<file path="src/rtl/rxsr_pkg.sv">
package rxsr_pkg;
  localparam int PHASE_W = 5;

  typedef struct packed {
    logic               ext_sel;
    logic               rise_only;
    logic               dbl;
    logic [PHASE_W-1:0] phase;
  } rxsr_cfg_t;
endpackage

</file>
<file path="src/rtl/rxsr_sync.sv">
module rxsr_sync #(
  parameter int W      = 2,
  parameter int STAGES = 2
) (
  input  logic         clk,
  input  logic         rst_n,
  input  logic [W-1:0] d,
  output logic [W-1:0] q
);
  logic [W-1:0] chain [STAGES];

  genvar s;
  generate
    for (s = 0; s < STAGES; s++) begin : g_stage
      if (s == 0) begin : g_first
        always_ff @(posedge clk or negedge rst_n)
          if (!rst_n) chain[s] <= '0;
          else        chain[s] <= d;
      end else begin : g_next
        always_ff @(posedge clk or negedge rst_n)
          if (!rst_n) chain[s] <= '0;
          else        chain[s] <= chain[s-1];
      end
    end
  endgenerate

  assign q = chain[STAGES-1];
endmodule

</file>
<file path="src/rtl/rxsr_edge.sv">
module rxsr_edge #(
  parameter int W = 2
) (
  input  logic         clk,
  input  logic         rst_n,
  input  logic [W-1:0] lvl,
  output logic [W-1:0] rise,
  output logic [W-1:0] fall
);
  logic [W-1:0] prev;

  always_ff @(posedge clk or negedge rst_n)
    if (!rst_n) prev <= '0;
    else        prev <= lvl;

  assign rise = lvl & ~prev;
  assign fall = ~lvl & prev;
endmodule

</file>
<file path="src/rtl/rxsr_phase.sv">
module rxsr_phase #(
  parameter int BIT_PERIOD = 20,
  parameter int PHASE_W    = 5,
  parameter int PHASE_MAX  = 19,
  parameter int CNT_W      = $clog2(2*BIT_PERIOD+1)
) (
  input  logic               clk,
  input  logic               rst_n,
  input  logic               realign,
  input  logic               dbl,
  input  logic [PHASE_W-1:0] phase,
  output logic               hit,
  output logic [CNT_W-1:0]   cnt,
  output logic [CNT_W-1:0]   target
);
  localparam logic [CNT_W-1:0] LAST_1 = CNT_W'(BIT_PERIOD - 1);
  localparam logic [CNT_W-1:0] LAST_2 = CNT_W'(2*BIT_PERIOD - 1);
  localparam logic [PHASE_W-1:0] PMAX = PHASE_W'(PHASE_MAX);

  logic [CNT_W-1:0]   last;
  logic [PHASE_W-1:0] phase_eff;

  always_comb begin
    last      = dbl ? LAST_2 : LAST_1;
    phase_eff = (phase > PMAX) ? PMAX : phase;
    target    = dbl ? (CNT_W'(phase_eff) << 1) : CNT_W'(phase_eff);
  end

  always_ff @(posedge clk or negedge rst_n)
    if (!rst_n)           cnt <= '0;
    else if (realign)     cnt <= '0;
    else if (cnt >= last) cnt <= '0;
    else                  cnt <= cnt + 1'b1;

  assign hit = (cnt == target) && !realign;
endmodule

</file>
<file path="src/rtl/rx_sample_recover.sv">
module rx_sample_recover #(
  parameter int BIT_PERIOD  = 20,
  parameter int PHASE_MAX   = 19,
  parameter int SYNC_STAGES = 2
) (
  input  logic       clk,
  input  logic       rst_n,
  input  logic       rx_data,
  input  logic       rx_ext_clk,
  input  logic       cfg_ext_clk_sel,
  input  logic       cfg_realign_sel,
  input  logic       cfg_double_step,
  input  logic [4:0] cfg_phase,
  output logic       bit_out,
  output logic       bit_valid
);
  import rxsr_pkg::*;

  localparam int CNT_W = $clog2(2*BIT_PERIOD+1);
  localparam int LANES = 2;
  localparam int L_DAT = 0;
  localparam int L_EXT = 1;

  rxsr_cfg_t cfg_q;
  always_ff @(posedge clk or negedge rst_n)
    if (!rst_n) cfg_q <= '0;
    else        cfg_q <= '{ext_sel: cfg_ext_clk_sel, rise_only: cfg_realign_sel,
                          dbl: cfg_double_step, phase: cfg_phase};

  logic [LANES-1:0] lvl, rise, fall;

  rxsr_sync #(.W(LANES), .STAGES(SYNC_STAGES)) u_sync (
    .clk(clk), .rst_n(rst_n), .d({rx_ext_clk, rx_data}), .q(lvl));

  rxsr_edge #(.W(LANES)) u_edge (
    .clk(clk), .rst_n(rst_n), .lvl(lvl), .rise(rise), .fall(fall));

  logic realign, ext_rise, hit;
  logic [CNT_W-1:0] cnt, target;

  assign realign  = rise[L_DAT] | (fall[L_DAT] & ~cfg_q.rise_only);
  assign ext_rise = rise[L_EXT];

  rxsr_phase #(.BIT_PERIOD(BIT_PERIOD), .PHASE_W(PHASE_W),
               .PHASE_MAX(PHASE_MAX), .CNT_W(CNT_W)) u_phase (
    .clk(clk), .rst_n(rst_n), .realign(realign), .dbl(cfg_q.dbl),
    .phase(cfg_q.phase), .hit(hit), .cnt(cnt), .target(target));

  logic strobe;
  assign strobe = cfg_q.ext_sel ? ext_rise : hit;

  always_ff @(posedge clk or negedge rst_n)
    if (!rst_n) begin
      bit_valid <= 1'b0;
      bit_out   <= 1'b0;
    end else begin
      bit_valid <= strobe;
      if (strobe) bit_out <= lvl[L_DAT];
    end
endmodule

</file>
<file path="config.mk">
export PLATFORM = sky130hd
export DESIGN_NAME = rx_sample_recover
export DESIGN_NICKNAME = d
export VERILOG_FILES = /design/src/rtl/rxsr_pkg.sv /design/src/rtl/rxsr_sync.sv /design/src/rtl/rxsr_edge.sv /design/src/rtl/rxsr_phase.sv /design/src/rtl/rx_sample_recover.sv
export SDC_FILE = /design/constraint.sdc
export NUM_CORES = 1
export LEC_CHECK = 0
export BUFFER_PORTS_ARGS = -buffer_cell sky130_fd_sc_hd__buf_4
export CAP_MARGIN = 5
export CORE_ASPECT_RATIO = 2
export CORE_MARGIN = 2
export CORE_UTILIZATION = 37
export DETAILED_ROUTE_END_ITERATION = 7
export PLACE_DENSITY = 0.64
export SYNTH_ARGS = -nofsm -noshare
export SYNTH_HDL_FRONTEND = slang
export SYNTH_SLANG_ARGS = --single-unit
</file>
<file path="constraint.sdc">
create_clock -name clk -period 2.2 [get_ports clk]
set_input_delay 0.22 -clock clk [delete_from_list [all_inputs] [get_ports clk]]
set_output_delay 0.22 -clock clk [all_outputs]
set_load 0.005 [all_outputs]
</file>
; ---- Word-level counts from Yosys, hierarchy flattened
; Cells that the tools add are included.
[totals]
regBits = 22
wordCells = 29
output_inout_bits = 2
inputBits = 12
[classes]
reduce_logical = 2
n_eq_ne = 1
addsub = 1
bitwise_logic = 7
mux = 6
magnitude_cmp = 2
[ops]
columns = cell, n
row1 = $mux 6, 4
row2 = $add 6x1->6 const B, 1
row3 = $eq 6x6->1, 1
row4 = $ge 6x6->1, 1
row5 = $gt 5x5->1 const B, 1
row6 = $mux 5, 1
row7 = $and 1x1->1, 2
row8 = $and 2x2->2, 1
row9 = $not 1->1, 2
row10 = $not 2->2, 1
row11 = $logic_and 1x1->1, 1
row12 = $logic_not 1->1, 1
row13 = $mux 1, 1
row14 = $or 1x1->1, 1

; ---- Logic depth before layout (Yosys ltp)
; Gate-level depths: netlist (run 1).
[logic_depth]
ltp_word = 7
mapped_depth = 7

; ---- Modules after synthesis
; From an unflattened synthesis (run 1), not the netlist that was laid out.
[unflattened]
hier_cells = 86
hier_area_um2 = 1017.2
[by_module_without_submodules]
columns = mod, area_per_inst_um2, cells_per_inst, instances, seq_area_each_um2
row1 = rxsr_phase, 525.5, 60, 1, 150.1
row2 = rx_sample_recover, 291.5, 14, 1, 250.2
row3 = rxsr_sync, 115.1, 6, 1, 100.1
row4 = rxsr_edge, 85.1, 6, 1, 50.0

; ---- Least setup slack after synthesis (run 1)
; OpenSTA, ideal clock, no wires.
[synth_path]
path_type = register -> register
from = register cfg_q[5] (netlist bit)
to = register bit_out
path_slack_ns = 0.354
stages_incl_launch_ff = 6
required_ns = 2.073
n_path_buf = 0
arrival_ns = 1.719
synth_period_minus_slack_ns = 1.846
setup_ns = 0.127
cell_sequence = dfrtp_1 > mux2_4 > or3_1 > a221oi_2 > a31o_2 > mux2_1
[synth_via]
elab_chain_len = 4
[synth_rtl]
columns = item, line
row1 = start: declaration, rx_sample_recover.sv:24  ; rxsr_cfg_t cfg_q;
row2 = start signal: assignment, rx_sample_recover.sv:27  ; else cfg_q <= '{ext_sel: cfg_ext_clk_sel, rise_only: cfg_realign_sel,
row3 = $mux 6, rxsr_phase.sv:26  ; target = dbl ? (CNT_W'(phase_eff) << 1) : CNT_W'(phase_eff);
row4 = $eq 6x6->1, rxsr_phase.sv:35  ; assign hit = (cnt == target) && !realign;
row5 = $logic_and 1x1->1, rxsr_phase.sv:35
row6 = $mux 1, rx_sample_recover.sv:50  ; assign strobe = cfg_q.ext_sel ? ext_rise : hit;
row7 = via strobe, rx_sample_recover.sv:49  ; logic strobe;
row8 = end signal: assignment, rx_sample_recover.sv:58  ; if (strobe) bit_out <= lvl[L_DAT];
row9 = end: declaration, rx_sample_recover.sv:14  ; output logic bit_out,
; The timed path passes the listed nets, and every way through them passes these cells.
; A chain may end at the register's enable or synchronous reset.

; ---- Worst setup path after layout (run 1)
[layout_path]
from = register cfg_q[3] (netlist bit)
to = register bit_out
[layout_via]
elab_chain_len = 6
[layout_rtl]
columns = item, line
row1 = $gt 5x5->1, rxsr_phase.sv:25  ; phase_eff = (phase > PMAX) ? PMAX : phase;
row2 = $mux 5 *, rxsr_phase.sv:25
row3 = $mux 6 *, rxsr_phase.sv:26
row4 = $eq 6x6->1 *, rxsr_phase.sv:35
row5 = $logic_and 1x1->1 *, rxsr_phase.sv:35
row6 = $mux 1 *, rx_sample_recover.sv:50
row7 = via strobe, rx_sample_recover.sv:49
; The timed path passes the listed nets; every way through them passes the cells marked *.

==> run metrics, run 1 <==
outcome=finished, final reports clean; layout cells sized above 1=20.8%; grt ovf=0; I/O Buffers=13; register bit total from synthesis=22; CP Buf/Inv Count=0; H-tree depth=1; Required @ worst endpoint=2350 ps; n_diodes=0; final period utilization=87.5%; reg2reg start=cfg_q[3]; Synth warnings=0; RSZ-0062 raised after global routing=no; commonest non-fill, non-tap cell in the layout=dfrtp_1; Horiz. Die Dim=40.9 um; Arr. time, crit path=2070 ps; starting density of the core=39.2%; VDD IR max=0.594 mV; Final setup violation count=0; Top Family by Delay on Critical Path=compound AO/OA/AOI/OAI gates; initial antenna violation count=0; Hold Vio Cnt, Final=0; commonest cells after routing, fill and taps aside=22 x dfrtp_1, 15 x buf_4, 9 x nor2_1, 6 x inv_1; FMAX=0.519 GHz; Vias per Instance=5.37; via count=720; setup bufs post-CTS=0; Worst Hold Path Cells=1; P_leak=0.559 nW; total wire length=1870 um; register area share after synthesis=54.6%; CP cell instances=o21a_1 -> or3_1 -> a221oi_2 -> a31o_2 -> mux2_1; Tmin final=1930 ps; hold path endpoint=cfg_q[6]; Core ar.=2570 um2; Nets=123; max-capacitance violation count=0; R2R Path End=bit_out; startpoint types=flip-flop; Hold Crit Start=cfg_realign_sel; die area=3180 um2; max incr delay on CP=450 ps; Die Y=77.8 um; number of routed nets with antenna violations=0; Clock Path Buffers=2; Routability Congestion=0.945; CTS sink cnt=22; Slew Limit Fails=0; FF-to-FF setup slack=270 ps; average routed wire per standard cell=14.0 um; io pins=14; Initial DRC Count=7; Setup CP Type=flip-flop to flip-flop; Least-Margin Pin Slew=441 ps; post-synth cell types=35; pwr/cell area=853 nW/um2; TritonCTS clock tree=done; first-pass GRT wire length=3170 um; clock transition at the registers of the reported paths=70 ps; TNS Setup=0 ps; area of the mapped netlist=1010 um2; worst-case clock skew=0.897 ps; Rows=26; Worst Hold Class=input pin to flip-flop; R2R cell count=5; final instance area=1220 um2; CP Depth=5; # DRC=0; TritonRoute pass-1 iters=2; Crit. End Element=flip-flop; Avg Cell Area, Syn=11.3 um2; Rel. slew slack=70.5%; vias in the first global route=724; Syn Nets=105; slowest stage cell, crit path=dfrtp_1; CP Max Fanout=7; Layout Area Growth over Synthesis=21.0%; All-Layer GR Usage=14.7%; number of buffers created by CTS=3; cell area after placement=1140 um2; largest net degree at the start of global routing=23; Worst-Skew Late Latency=260 ps; Post-DP HPWL=1500 um; Gate Count Post-Synth=89; root buf cell=clkbuf_8
[per-stage QoR]
step | utilization (%) | worst slack (ps) | total power [mW] | hold WS (ps) | cells
2_1_floorplan | - | 354 | 0.611 | -75.6 | 89
3_3_place_gp | 44.3 | 314 | 0.673 | 111 | 129
3_5_place_dp | 44.3 | 290 | 0.681 | 117 | 129
4_1_cts | 47.5 | 274 | 1.05 | 56.0 | 134
5_1_grt | 47.5 | 170 | 1.10 | 46.3 | 134
6_report | 47.5 | 275 | 1.04 | 62.0 | 134
[what timing repair did]
| action | CTS | global route |
|---|---|---|
| hold endpoints to repair | 22 | 0 |
| hold buffers | 1 | 0 |
| resized for setup | 0 | 0 |
[logic make-up (layout without fill, tap and decap cells)]
kind of cell / after synthesis / in the layout / synth area share, %
AND/OR/NAND/NOR: 30 / 30 / 15.9
flip-flops: 22 / 22 / 54.6
AO/OA/AOI/OAI: 16 / 16 / 12.8
buffers and inverters: 9 / 26 / 3.97
XOR/XNOR: 6 / 6 / 5.21
adder cells (fa/ha/maj): 4 / 4 / 4.96
multiplexers: 2 / 2 / 2.60
[synth_stat cells]
cell	number	area, um2
nor3b_1	2	15.0
a21oi_1	1	5.00
a31o_2	1	8.76
and3b_1	1	8.76
o221ai_1	1	8.76
a221oi_2	1	15.0
xnor2_1	4	35.0
nor4_1	1	6.26
dfrtp_1	22	551
mux2_1	1	11.3
o2111a_1	1	11.3
xor2_1	2	17.5
buf_2	2	10.0
o32ai_1	1	8.76
o21a_1	1	7.51
nand2b_1	2	12.5
a211o_1	1	8.76
inv_1	6	22.5
nand3_1	2	10.0
a211oi_1	1	7.51
o311ai_0	1	8.76
nor4bb_1	1	10.0
nand2_1	3	11.3
nor2_1	9	33.8
o21ai_0	1	5.00
a31oi_1	1	6.26
o21ai_1	1	5.00
ha_1	4	50.1
mux2_4	1	15.0
o21bai_1	2	15.0
nor3_1	3	15.0
or3_1	2	12.5
nor2b_1	4	25.0
buf_4	1	7.51
o211ai_1	1	7.51
[final cells by class]
| class | instances | area [um2] |
|---|---|---|
| clock inverters | 1 | 30.0 |
| flip-flops and latches | 22 | 551 |
| fillers | 246 | 1350 |
| well taps | 28 | 35.0 |
| multi-input cells | 58 | 418 |
| repair buffers | 16 | 123 |
| clock buffers | 3 | 41.3 |
| inverters | 6 | 22.5 |
[report_power, final]
group	leakage [nW]	switching, mW	total [mW]	internal, mW
logic	0.255	0.0830	0.177	0.0942
registers	0.268	0.0503	0.498	0.447
clock network	0.0357	0.123	0.366	0.243
[how the worst max path moves through the flow]
stage	slack [ps]	start	endpoint
6_report	270	cfg_q[3]	bit_out
5_1_grt	170	cfg_q[4]	bit_out
4_1_cts	270	cfg_q[3]	bit_out
3_5_place_dp	290	cfg_q[3]	bit_out
3_3_place_gp	310	cfg_q[3]	bit_out
2_1_floorplan	350	cfg_q[5]	bit_out
[flip-flops by register name, summed over array words and instances, names as in the netlist]
| signal | cells |
|---|---|
| cfg_q | 8 |
| u_phase.cnt | 6 |
| u_edge.prev | 2 |
| u_sync.chain | 2 |
| u_sync.q | 2 |
| bit_out | 1 |
| bit_valid | 1 |
[metal layers]
layer  GRT usage (%)  up-vias  wire length, um
met5               0        -                0
met4            10.7        0               97
met3            2.00        9               47
met2            23.3       15             1090
met1            16.2      350              640
li1                -      346                -
(Power assumes the default switching activity.)
==> run 2, diff against run 1 <==
- CTS_CLUSTER_SIZE: unset -> 20
- SYNTH_HIERARCHICAL: unset -> 1
==> run 2 against run 1 <==
Effect of this change: die area fell by 2.5%; power fell by 0.74%; non-clock buffer count fell by 2; combinational power fell by 3%; critical endpoint unchanged.
==> run metrics, run 2 <==
post-cts sizing count=0 (unchanged); largest net degree at the start of global routing=23 (unchanged); layout cells sized above 1=25.5% (+4.8 points); io pins=14 (unchanged); Required @ worst endpoint=2350 ps (about the same); Hold Crit Start=rx_ext_clk; I/O Buffers=13 (unchanged); Arr. time, crit path=2210 ps (+140 ps); worst-case clock skew=5.12 ps (+4.23 ps); Initial DRC Count=6 (-1); pwr/cell area=885 nW/um2 (+3.7%); P_sw=0.246 mW (-3.8%); FF/Latch Area=551 um2 (unchanged); multi-input logic area=384 um2 (-8.1%); max-capacitance violation count=0 (unchanged); Slew Limit Fails=0 (unchanged); hold buffers post-CTS=1 (unchanged); FF-to-FF setup slack=140 ps (-140 ps); Largest Register=cfg_q; area of the mapped netlist=981 um2 (-2.7%); via count=648 (-10%); Syn Nets=96 (-8.6%); RSZ-0062 raised after global routing=no; Rows=26 (unchanged); P_leak=0.586 nW (+4.8%); fin util=46.0% (-1.5 points); Worst Hold Class=input pin to flip-flop; FMAX=0.485 GHz (-6.6%); R2R cell count=6 (+1); total wire length=1640 um (-12%); Top Family by Delay on Critical Path=multiplexers; slowest stage cell, crit path=dfrtp_1; initial antenna violation count=0 (unchanged); grt met3 use=2.60% (+0.60 points); R2R Path End=bit_out; CP Max Fanout=10 (+3); commonest non-fill, non-tap cell in the layout=dfrtp_1; Largest regs=cfg_q: 8 flops, u_phase/cnt: 6 flops; setup bufs post-CTS=0 (unchanged); Hold Vio Cnt, Final=0 (unchanged); Min Hold Slack=58.2 ps (-3.81 ps); Clock Path Buffers=2 (unchanged); Internal=0.786 mW (+0.24%); Routability Congestion=0.805 (-15%); Die Y=76.8 um (-1.3%); Final setup violation count=0 (unchanged); Switching Fraction=23.9% (-0.75 points); commonest cells after routing, fill and taps aside=22 x dfrtp_1, 13 x buf_4, 7 x nor2_1, 5 x inv_1; M2 GR Usage=21.4% (-1.9 points); Placed Instances=117 (-9.3%); TritonRoute pass-1 iters=4 (+2); Layout Area Growth over Synthesis=19.0%; Clock Power Share=35.5% (+0.4 points); clock transition at the registers of the reported paths=80 ps (about the same); root buf cell=clkbuf_8; Tmin final=2060 ps (+136 ps); final period utilization=93.7% (+6.2 points); average routed wire per standard cell=13.4 um (-3.8%); Worst-Skew Late Latency=260 ps (about the same); Nets=111 (-9.8%); startpoint types=flip-flop; GRT Max-Usage Layer=met2; CP cell instances=mux2i_1 -> nor3_1 -> or3b_1 -> nor4_2 -> mux2_4 -> mux2_4; starting density of the core=38.7% (-0.58 points); vias in the first global route=694 (-4.1%); Setup CP Type=flip-flop to flip-flop; Worst Hold Path Cells=1 (unchanged); Rel. slew slack=77.4% (+6.9 points); Core ar.=2540 um2 (-1.3%); CP most frequent cell=mux2_4; outcome=finished, final reports clean; CP Buf/Inv Count=0 (unchanged); Gate Count Post-Synth=80 (-10%); reg2reg start=cfg_q[5]; Non-Filler Instances=122 (-9.0%); Synth warnings=6 (+6); VDD IR max=0.530 mV (-11%); FILL cells=252 (+2.4%); Horiz. Die Dim=40.4 um (-1.2%); hold path endpoint=u_sync/chain[3]; n_diodes=0 (unchanged); first-pass GRT wire length=2930 um (-7.6%); TritonCTS clock tree=done; number of routed nets with antenna violations=0 (unchanged); CTS sink cnt=22 (unchanged); number of buffers created by CTS=3 (unchanged); TNS Setup=0 ps (unchanged); Crit. End Element=flip-flop; Avg Cell Area, Syn=12.3 um2 (+8.2%); GR Layer Usage met1=14.2% (-2.0 points); Post-DP HPWL=1260 um (-16%); Vias per Instance=5.31 (-1.1%); # DRC=0 (unchanged); H-tree depth=1 (unchanged); grt ovf=0 (unchanged); Power Total=1.03 mW (-0.74%); Gate power share=16.6% (-0.4 points); Least-Margin Pin Slew=338 ps (-103 ps); max FFs per register=8 (unchanged); max incr delay on CP=530 ps (+80 ps); die area=3100 um2 (-2.5%); Seq pwr share=48.0% (+0.2 points); All-Layer GR Usage=13.6% (-1.1 points)
## run 2: changes by cell type in the layout (fill, tap and decap cells not counted), moves of 2 or more
cell / previous run / this run
a21o_1: 0 / 3
and2b_2: 0 / 3
buf_4: 15 / 13
mux2i_1: 0 / 2
nand2b_1: 2 / 0
nor2_1: 9 / 7
nor2b_1: 4 / 0
o21bai_1: 2 / 0
or3_1: 2 / 0
xnor2_1: 4 / 2
xor2_1: 2 / 4
## run 2: metal layers
layer | vias to the layer above | wire [um]
li1 | 300 | -
met1 | 316 | 573
met2 | 22 | 913
met3 | 10 | 64
met4 | 0 | 87
met5 | - | 0
## run 2: cell type report
type,count,share of cell area (%)
Timing Repair Buffer,14,9.22
Clock inverter,1,2.57
Sequential cell,22,47.2
Inverter,5,1.61
Clock buffer,3,3.54
Multi-Input combinational cell,49,32.9
Tap cell,28,3.00
## run 2: worst max path at each step
stage / startpoint / end / slack, ps / cells after the start
6_report: cfg_q[5] / bit_out / 140 / 6
5_1_grt: cfg_q[5] / bit_out / 20 / 6
4_1_cts: cfg_q[5] / bit_out / 140 / 6
3_5_place_dp: cfg_q[5] / bit_out / 160 / 6
3_3_place_gp: cfg_q[5] / bit_out / 200 / 6
2_1_floorplan: u_sync/q[0] / bit_out / 240 / 7
## run 2: power by group through the flow
stage | clock, mW | sequential, mW | combinational [mW]
final | 0.366 | 0.495 | 0.171
after global routing | 0.390 | 0.505 | 0.192
after CTS | 0.378 | 0.495 | 0.175
after detailed placement | 0 | 0.503 | 0.173
after global placement | 0 | 0.502 | 0.164
after floorplan | 0 | 0.487 | 0.124
## run 2: per-stage QoR
stage / area (um2) / setup WS (ps)
after floorplan: 981 / 245
after global placement: 1090 / 202
after detailed placement: 1090 / 159
after CTS: 1170 / 138
after global routing: 1170 / 19.8
final: 1170 / 139
## run 2: worst reg2reg max path, cell delays in order (launching register included)
cell and delay, ps:
dfrtp_1 530, mux2i_1 280, nor3_1 70, or3b_1 370, nor4_2 220, mux2_4 190
mux2_4 290
